<file path="config.mk">
export PLATFORM = sky130hd
export DESIGN_NAME = err_log_unit
export DESIGN_NICKNAME = d
export VERILOG_FILES = /design/src/rtl/err_log_pkg.sv /design/src/rtl/err_status_vec.sv /design/src/rtl/err_capture.sv /design/src/rtl/err_regif.sv /design/src/rtl/err_log_unit.sv
export SDC_FILE = /design/constraint.sdc
export NUM_CORES = 1
export LEC_CHECK = 0
export CORE_AREA = 2 2 134 136
export DETAILED_ROUTE_END_ITERATION = 16
export DIE_AREA = 0 0 136 138
export DONT_BUFFER_PORTS = 1
export PLACE_DENSITY = 0.73
export SLEW_MARGIN = 20
export SYNTH_ARGS = -nofsm -noshare
export SYNTH_HDL_FRONTEND = slang
export SYNTH_SLANG_ARGS = --single-unit
export TNS_END_PERCENT = 20
</file>
<file path="constraint.sdc">
create_clock -name clk -period 3.3 [get_ports clk]
set_clock_uncertainty 0.1 [all_clocks]
set_input_delay 0.66 -clock clk [delete_from_list [all_inputs] [get_ports clk]]
set_output_delay 0.66 -clock clk [all_outputs]
set_load 0.005 [all_outputs]
</file>
<file path="src/rtl/err_log_pkg.sv">
package err_log_pkg;
   localparam int unsigned WORD_W      = 64;
   localparam int unsigned RADDR_W     = 3;
   // header word 1 field positions (software decodes these)
   localparam int unsigned H1_CMD_LSB  = 0;
   localparam int unsigned H1_SUP_LSB  = 8;
   localparam int unsigned H1_SRC_LSB  = 20;
   localparam int unsigned H1_TYPE_LSB = 32;
   localparam int unsigned H1_OVR_BIT  = 40;
   localparam int unsigned H1_VLD_BIT  = 44;

   typedef enum logic [RADDR_W-1:0] {
      RSEL_STATUS = 3'd0,
      RSEL_CLEAR  = 3'd1,
      RSEL_HDR1   = 3'd2,
      RSEL_HDR2   = 3'd3,
      RSEL_DATA   = 3'd4
   } reg_sel_e;
endpackage

</file>
<file path="src/rtl/err_status_vec.sv">
module err_status_vec #(
   parameter int unsigned NUM_ERR = 11
) (
   input  logic               clk,
   input  logic [NUM_ERR-1:0] hw_set,
   input  logic [NUM_ERR-1:0] sw_set,
   input  logic [NUM_ERR-1:0] sw_clr,
   output logic [NUM_ERR-1:0] status,
   output logic               any_set
);
   // one flop per error kind; no reset so that logged errors outlive it
   for (genvar b = 0; b < NUM_ERR; b++) begin : g_bit
      logic bit_q = 1'b0;
      always_ff @(posedge clk) begin
         bit_q <= hw_set[b] | sw_set[b] | (bit_q & ~sw_clr[b]);
      end
      assign status[b] = bit_q;
   end

   assign any_set = |status;
endmodule

</file>
<file path="src/rtl/err_capture.sv">
module err_capture
   import err_log_pkg::*;
#(
   parameter int unsigned NUM_ERR     = 11,
   parameter int unsigned CLKDROP_IDX = 10,
   parameter int unsigned CMD_W       = 7,
   parameter int unsigned SUP_W       = 11,
   parameter int unsigned SRC_W       = 11,
   parameter int unsigned TYPE_W      = 4,
   parameter int unsigned ADDR_W      = 38
) (
   input  logic               clk,
   input  logic               rst_n,
   input  logic [NUM_ERR-1:0] strobe,
   input  logic [CMD_W-1:0]   pkt_cmd,
   input  logic [SUP_W-1:0]   pkt_suppl,
   input  logic [SRC_W-1:0]   pkt_src,
   input  logic [ADDR_W-1:0]  pkt_addr,
   input  logic               pkt_is_vector,
   input  logic [WORD_W-1:0]  pkt_flit2,
   input  logic [WORD_W-1:0]  pkt_flit3,
   input  logic               wr_hdr1,
   input  logic               wr_hdr2,
   input  logic               wr_data,
   input  logic [WORD_W-1:0]  wdata,
   output logic               valid_q,
   output logic               ovr_q,
   output logic [TYPE_W-1:0]  type_q,
   output logic [CMD_W-1:0]   cmd_q,
   output logic [SUP_W-1:0]   sup_q,
   output logic [SRC_W-1:0]   src_q,
   output logic [ADDR_W-1:0]  addr_q,
   output logic [WORD_W-1:0]  data_q,
   output logic               eligible_hit
);
   logic [NUM_ERR-1:0] elig;
   logic [TYPE_W-1:0]  first_idx;
   logic               take;
   logic               unused_wdata;

   assign unused_wdata = ^wdata;

   always_comb begin
      elig              = strobe;
      elig[CLKDROP_IDX] = 1'b0;
   end

   // lowest-indexed eligible strobe names the type
   always_comb begin
      first_idx = '0;
      for (int i = NUM_ERR - 1; i >= 0; i--) begin
         if (elig[i]) first_idx = TYPE_W'(i);
      end
   end

   assign eligible_hit = |elig;
   assign take         = eligible_hit & ~valid_q;

   always_ff @(posedge clk or negedge rst_n) begin
      if (!rst_n) begin
         valid_q <= 1'b0;
         ovr_q   <= 1'b0;
         type_q  <= '0;
         cmd_q   <= '0;
         sup_q   <= '0;
         src_q   <= '0;
      end else if (take) begin
         valid_q <= 1'b1;
         ovr_q   <= 1'b0;
         type_q  <= first_idx;
         cmd_q   <= pkt_cmd;
         sup_q   <= pkt_suppl;
         src_q   <= pkt_src;
      end else if (eligible_hit) begin
         ovr_q   <= 1'b1;
      end else if (wr_hdr1) begin
         valid_q <= wdata[H1_VLD_BIT];
         ovr_q   <= wdata[H1_OVR_BIT];
         type_q  <= wdata[H1_TYPE_LSB +: TYPE_W];
         cmd_q   <= wdata[H1_CMD_LSB +: CMD_W];
         sup_q   <= wdata[H1_SUP_LSB +: SUP_W];
         src_q   <= wdata[H1_SRC_LSB +: SRC_W];
      end
   end

   always_ff @(posedge clk or negedge rst_n) begin
      if (!rst_n) begin
         addr_q <= '0;
         data_q <= '0;
      end else begin
         if (take)         addr_q <= pkt_addr;
         else if (wr_hdr2) addr_q <= wdata[ADDR_W-1:0];
         if (take)         data_q <= pkt_is_vector ? pkt_flit3 : pkt_flit2;
         else if (wr_data) data_q <= wdata;
      end
   end
endmodule

</file>
<file path="src/rtl/err_regif.sv">
module err_regif
   import err_log_pkg::*;
#(
   parameter int unsigned NUM_ERR = 11,
   parameter int unsigned CMD_W   = 7,
   parameter int unsigned SUP_W   = 11,
   parameter int unsigned SRC_W   = 11,
   parameter int unsigned TYPE_W  = 4,
   parameter int unsigned ADDR_W  = 38
) (
   input  logic               reg_wr,
   input  logic [RADDR_W-1:0] reg_addr,
   input  logic [WORD_W-1:0]  reg_wdata,
   input  logic [NUM_ERR-1:0] status,
   input  logic               valid_q,
   input  logic               ovr_q,
   input  logic [TYPE_W-1:0]  type_q,
   input  logic [CMD_W-1:0]   cmd_q,
   input  logic [SUP_W-1:0]   sup_q,
   input  logic [SRC_W-1:0]   src_q,
   input  logic [ADDR_W-1:0]  addr_q,
   input  logic [WORD_W-1:0]  data_q,
   output logic [NUM_ERR-1:0] sw_set,
   output logic [NUM_ERR-1:0] sw_clr,
   output logic               wr_hdr1,
   output logic               wr_hdr2,
   output logic               wr_data,
   output logic [WORD_W-1:0]  reg_rdata
);
   reg_sel_e sel;
   logic     unused_wdata;

   assign sel          = reg_sel_e'(reg_addr);
   assign unused_wdata = ^reg_wdata;

   assign sw_set  = (reg_wr && sel == RSEL_STATUS) ? reg_wdata[NUM_ERR-1:0] : '0;
   assign sw_clr  = (reg_wr && sel == RSEL_CLEAR)  ? reg_wdata[NUM_ERR-1:0] : '0;
   assign wr_hdr1 = reg_wr && sel == RSEL_HDR1;
   assign wr_hdr2 = reg_wr && sel == RSEL_HDR2;
   assign wr_data = reg_wr && sel == RSEL_DATA;

   always_comb begin
      reg_rdata = '0;
      unique case (sel)
         RSEL_STATUS: reg_rdata[NUM_ERR-1:0] = status;
         RSEL_HDR1: begin
            reg_rdata[H1_CMD_LSB +: CMD_W]   = cmd_q;
            reg_rdata[H1_SUP_LSB +: SUP_W]   = sup_q;
            reg_rdata[H1_SRC_LSB +: SRC_W]   = src_q;
            reg_rdata[H1_TYPE_LSB +: TYPE_W] = type_q;
            reg_rdata[H1_OVR_BIT]            = ovr_q;
            reg_rdata[H1_VLD_BIT]            = valid_q;
         end
         RSEL_HDR2:   reg_rdata[ADDR_W-1:0] = addr_q;
         RSEL_DATA:   reg_rdata = data_q;
         default:     reg_rdata = '0;
      endcase
   end
endmodule

</file>
<file path="src/rtl/err_log_unit.sv">
module err_log_unit
   import err_log_pkg::*;
#(
   parameter int unsigned NUM_ERR     = 11,
   parameter int unsigned CLKDROP_IDX = 10,
   parameter int unsigned CMD_W       = 7,
   parameter int unsigned SUP_W       = 11,
   parameter int unsigned SRC_W       = 11,
   parameter int unsigned TYPE_W      = 4,
   parameter int unsigned ADDR_W      = 38
) (
   input  logic               clk,
   input  logic               rst_n,
   input  logic [NUM_ERR-1:0] err_strobe,
   input  logic [CMD_W-1:0]   pkt_cmd,
   input  logic [SUP_W-1:0]   pkt_suppl,
   input  logic [SRC_W-1:0]   pkt_src,
   input  logic [ADDR_W-1:0]  pkt_addr,
   input  logic               pkt_is_vector,
   input  logic [WORD_W-1:0]  pkt_flit2,
   input  logic [WORD_W-1:0]  pkt_flit3,
   input  logic               reg_wr,
   input  logic [RADDR_W-1:0] reg_addr,
   input  logic [WORD_W-1:0]  reg_wdata,
   output logic [WORD_W-1:0]  reg_rdata,
   output logic               irq
);
   localparam int unsigned TYPE_CODES = 1 << TYPE_W;

   if (NUM_ERR > TYPE_CODES || NUM_ERR >= WORD_W || CLKDROP_IDX >= NUM_ERR ||
       CMD_W > H1_SUP_LSB - H1_CMD_LSB || SUP_W > H1_SRC_LSB - H1_SUP_LSB ||
       SRC_W > H1_TYPE_LSB - H1_SRC_LSB || TYPE_W > H1_OVR_BIT - H1_TYPE_LSB ||
       ADDR_W > WORD_W) begin : g_bad_cfg
      $error("err_log_unit: parameter set does not fit the register layout");
   end

   logic [NUM_ERR-1:0] status_vec, sw_set, sw_clr;
   logic               cap_valid, cap_ovr, wr_hdr1, wr_hdr2, wr_data, elig_hit;
   logic [TYPE_W-1:0]  cap_type;
   logic [CMD_W-1:0]   cap_cmd;
   logic [SUP_W-1:0]   cap_sup;
   logic [SRC_W-1:0]   cap_src;
   logic [ADDR_W-1:0]  cap_addr;
   logic [WORD_W-1:0]  cap_data;

   err_status_vec #(.NUM_ERR(NUM_ERR)) u_status (
      .clk     (clk),
      .hw_set  (err_strobe),
      .sw_set  (sw_set),
      .sw_clr  (sw_clr),
      .status  (status_vec),
      .any_set (irq)
   );

   err_capture #(
      .NUM_ERR(NUM_ERR), .CLKDROP_IDX(CLKDROP_IDX), .CMD_W(CMD_W),
      .SUP_W(SUP_W), .SRC_W(SRC_W), .TYPE_W(TYPE_W), .ADDR_W(ADDR_W)
   ) u_capture (
      .clk           (clk),
      .rst_n         (rst_n),
      .strobe        (err_strobe),
      .pkt_cmd       (pkt_cmd),
      .pkt_suppl     (pkt_suppl),
      .pkt_src       (pkt_src),
      .pkt_addr      (pkt_addr),
      .pkt_is_vector (pkt_is_vector),
      .pkt_flit2     (pkt_flit2),
      .pkt_flit3     (pkt_flit3),
      .wr_hdr1       (wr_hdr1),
      .wr_hdr2       (wr_hdr2),
      .wr_data       (wr_data),
      .wdata         (reg_wdata),
      .valid_q       (cap_valid),
      .ovr_q         (cap_ovr),
      .type_q        (cap_type),
      .cmd_q         (cap_cmd),
      .sup_q         (cap_sup),
      .src_q         (cap_src),
      .addr_q        (cap_addr),
      .data_q        (cap_data),
      .eligible_hit  (elig_hit)
   );

   err_regif #(
      .NUM_ERR(NUM_ERR), .CMD_W(CMD_W), .SUP_W(SUP_W), .SRC_W(SRC_W),
      .TYPE_W(TYPE_W), .ADDR_W(ADDR_W)
   ) u_regif (
      .reg_wr    (reg_wr),
      .reg_addr  (reg_addr),
      .reg_wdata (reg_wdata),
      .status    (status_vec),
      .valid_q   (cap_valid),
      .ovr_q     (cap_ovr),
      .type_q    (cap_type),
      .cmd_q     (cap_cmd),
      .sup_q     (cap_sup),
      .src_q     (cap_src),
      .addr_q    (cap_addr),
      .data_q    (cap_data),
      .sw_set    (sw_set),
      .sw_clr    (sw_clr),
      .wr_hdr1   (wr_hdr1),
      .wr_hdr2   (wr_hdr2),
      .wr_data   (wr_data),
      .reg_rdata (reg_rdata)
   );
endmodule

</file>
==> results.yml <==
run_status:
  status: "finished with violations"
  violations: "hold timing"
sta:
  fin_crit_ns: 2.44
  max_freq_mhz: 410
  rsz0062_at_grt: "false"
  hold_viol: 137
  fin_setup_tns_ns: 0
  slew_headroom_pct: 48.6
  tightest_slew_ns: 0.761
  drv_slew: 0
  setup_violations: 0
  finalCritPeriodShare_pct: 73.9
  holdWs_ns: -0.175
die:
  fp-row-count: 49
  initial_core_util_pct: 49.4
  ioPinCount: 342
  dieArea_um2: 18800
  coreArea_um2: 17500
  die_w_um: 136
  die_h_um: 138
drt:
  drtIter0Drc: 709
  finalWirelength_mm: 27.5
  routedWlPerCell_um: 22.7
  viasPerCell: 6.35
  drcViolationCount: 0
  first_pass_iters: 5
  postRouteAntennaNets: 0
  vias: 7690
placement:
  detailed_place_hpwl_mm: 18.2
  port_buffers: 0
  gp_congestion: 0.835
  dp.cells: 1178
hold_path:
  min_path_type: "in -> async"
cells_and_area:
  utilization_pct: 53.0
  final_common_cell: "nand2_1"
  layout-drive-gt1-share_pct: 8.87
  final_nets: 1245
  area_growth_pct: 7.32
  nFillCells: 1622
  instances_no_fill: 1211
  layout_common_cells: "nand2_1, dfrtp_1, mux2i_1, o21ai_0, a31oi_1"
logic_synthesis:
  syn_nets: 1299
  yosysSeqAreaShare_pct: 42.1
  synthArstFlopShare_pct: 92.6
  syn-cell-area_um2: 8670
  synth.avg_cell_area_um2: 8.48
  synth_edf_count: 0
  synthCells: 1022
  synthFlopType: "dfrtp_1"
  ys_warn_count: 0
  ys_ff_latch: 148
  synth.distinct_cells: 36
global_routing:
  grt_pass1_wl_mm: 42.4
  grt_usage_pct: 29.3
  grt_pass1_vias: 7361
  antenna_found_initial: 1
  grt_overflow: 0
  grt_max_degree: 138
cts:
  clockBufferDepth: 2
  cts_max_level: 4
  path_clk_slew_ns: 0.07
  cts_sinks: 148
  clock_latency_ns: 0.42
  cts_tree: "yes"
  numCtsBuffers: 17
  cts_root_buf: "clkbuf_16"
flow_run:
  max_cap_violations: 0
critical_path:
  end_kind: "primary output"
  crit_required_ns: 2.54
  path_class: "in -> out"
  arrival_ns: 1.68
  rrSetupSlack_ns: 1.50
  cpPeakStageDelay_ns: 0.49
  r2r_end: "u_capture.src_q[4]$_DFFE_PN0P_"
  start_kind: "input port"
  crit_chain: "and2_1, a21oi_1, o21ai_0"
  path_max_fanout: 45
  r2r_cells: 4
  crit_slowest_cell: "and2_1"
  rr_startpoint: "u_capture.valid_q$_DFFE_PN0P_"
pwr:
  max-vdd-ir-drop_mv: 0.447
  leakage_nw: 3.94
  power_density_nw_per_um2: 507
layout make-up:
class / instances / area (um^2) / share of cell area [%]
Clock inverter: 14 / 153 / 1.64
Multi-Input combinational cell: 781 / 4570 / 49.2
Sequential cell: 148 / 3650 / 39.2
Inverter: 1 / 3.75 / 0.0404
Clock buffer: 18 / 429 / 4.61
Antenna cell: 1 / 2.50 / 0.0269
Timing Repair Buffer: 19 / 205 / 2.21
Tap cell: 229 / 287 / 3.08
report_power, final:
| group | switching, W | leakage, nW | internal [W] |
|---|---|---|---|
| Sequential | 0.000154 | 1.73 | 0.00209 |
| Combinational | 0.000264 | 1.93 | 0.000259 |
| Clock | 0.000820 | 0.279 | 0.00112 |
worst max-delay path by stage:
stage | start | end | slack (ns) | depth (start not counted)
2_1_floorplan | reg_addr[0] | reg_rdata[0] | 0.65 | 7
3_3_place_gp | err_strobe[5] | u_capture.data_q[0]$_DFFE_PN0P_ | 0.80 | 6
3_5_place_dp | err_strobe[5] | u_capture.data_q[45]$_DFFE_PN0P_ | 0.76 | 6
4_1_cts | reg_addr[1] | reg_rdata[19] | 0.90 | 3
5_1_grt | reg_addr[0] | reg_rdata[6] | 0.84 | 3
6_report | reg_addr[0] | reg_rdata[6] | 0.86 | 3
worst max-delay path: cells and delay by family:
kind / cells / cell delay (ns)
and+or+nand+nor: 1 / 0.49
AOI/OAI and AO/OA: 2 / 0.51
registers in the layout, indices dropped and copies added (netlist names):
| register | cells |
|---|---|
| u_status.g_bit.bit_q | 11 |
| u_capture.cmd_q | 7 |
| u_capture.addr_q | 38 |
| u_capture.data_q | 64 |
| u_capture.sup_q | 11 |
| u_capture.type_q | 4 |
| u_capture.ovr_q | 1 |
| u_capture.src_q | 11 |
| u_capture.valid_q | 1 |
cell usage after synthesis (3+ instances only):
master | count | area share [%]
nand3_1 | 3 | 0.17
dfrtp_1 | 137 | 40
buf_1 | 3 | 0.13
and3_1 | 26 | 1.9
buf_4 | 6 | 0.52
a32o_1 | 4 | 0.46
a31oi_1 | 73 | 5.3
o21ai_0 | 74 | 4.3
nor2b_1 | 67 | 4.8
buf_2 | 31 | 1.8
a221o_1 | 11 | 1.3
dfxtp_1 | 11 | 2.5
a211oi_1 | 37 | 3.2
a211oi_2 | 27 | 3.9
mux2i_1 | 74 | 8.5
a22oi_1 | 4 | 0.35
nor2_1 | 51 | 2.2
nor3_1 | 4 | 0.23
nand2_1 | 254 | 11
clkbuf_1 | 45 | 1.9
buf_6 | 3 | 0.39
and2_1 | 3 | 0.22
a21oi_1 | 57 | 3.3
logic make-up (layout without fill, tap and decap cells):
kind of cell           Yosys count  count (layout)  share of synthesized area [%]
other                            0               1                              0
multiplexers                    74              74                           8.55
AND/OR/NAND/NOR                416             416                           21.4
AO/OA/AOI/OAI                  291             291                           22.4
buffers and inverters           93              52                           5.63
flip-flops                     148             148                           42.1
timing repair:
action,in CTS,in global routing
buffers inserted,0,0
gates resized for setup,0,0
endpoints found under the hold margin,137,137
routing by layer:
metal / vias up / track usage [%] / share of wire (%)
met5: - / 0 / 0
met4: 0 / 8.88 / 2.5
met3: 52 / 9.20 / 10
met2: 415 / 45.7 / 47
met1: 3738 / 39.1 / 40
li1: 3485 / - / -
stage by stage:
| stage | hold slack [ns] | setup slack [ns] | total power [W] | area (um^2) |
|---|---|---|---|---|
| after detailed placement | 0.268 | 0.763 | 0.00280 | 8720 |
| after global placement | 0.268 | 0.796 | 0.00277 | 8710 |
| after floorplan | 0.264 | 0.648 | 0.00269 | 8670 |
| after global routing | -0.200 | 0.841 | 0.00494 | 9300 |
| after CTS | -0.186 | 0.900 | 0.00474 | 9300 |
| final | -0.175 | 0.863 | 0.00471 | 9300 |
Power figures use the tool's default switching activity.
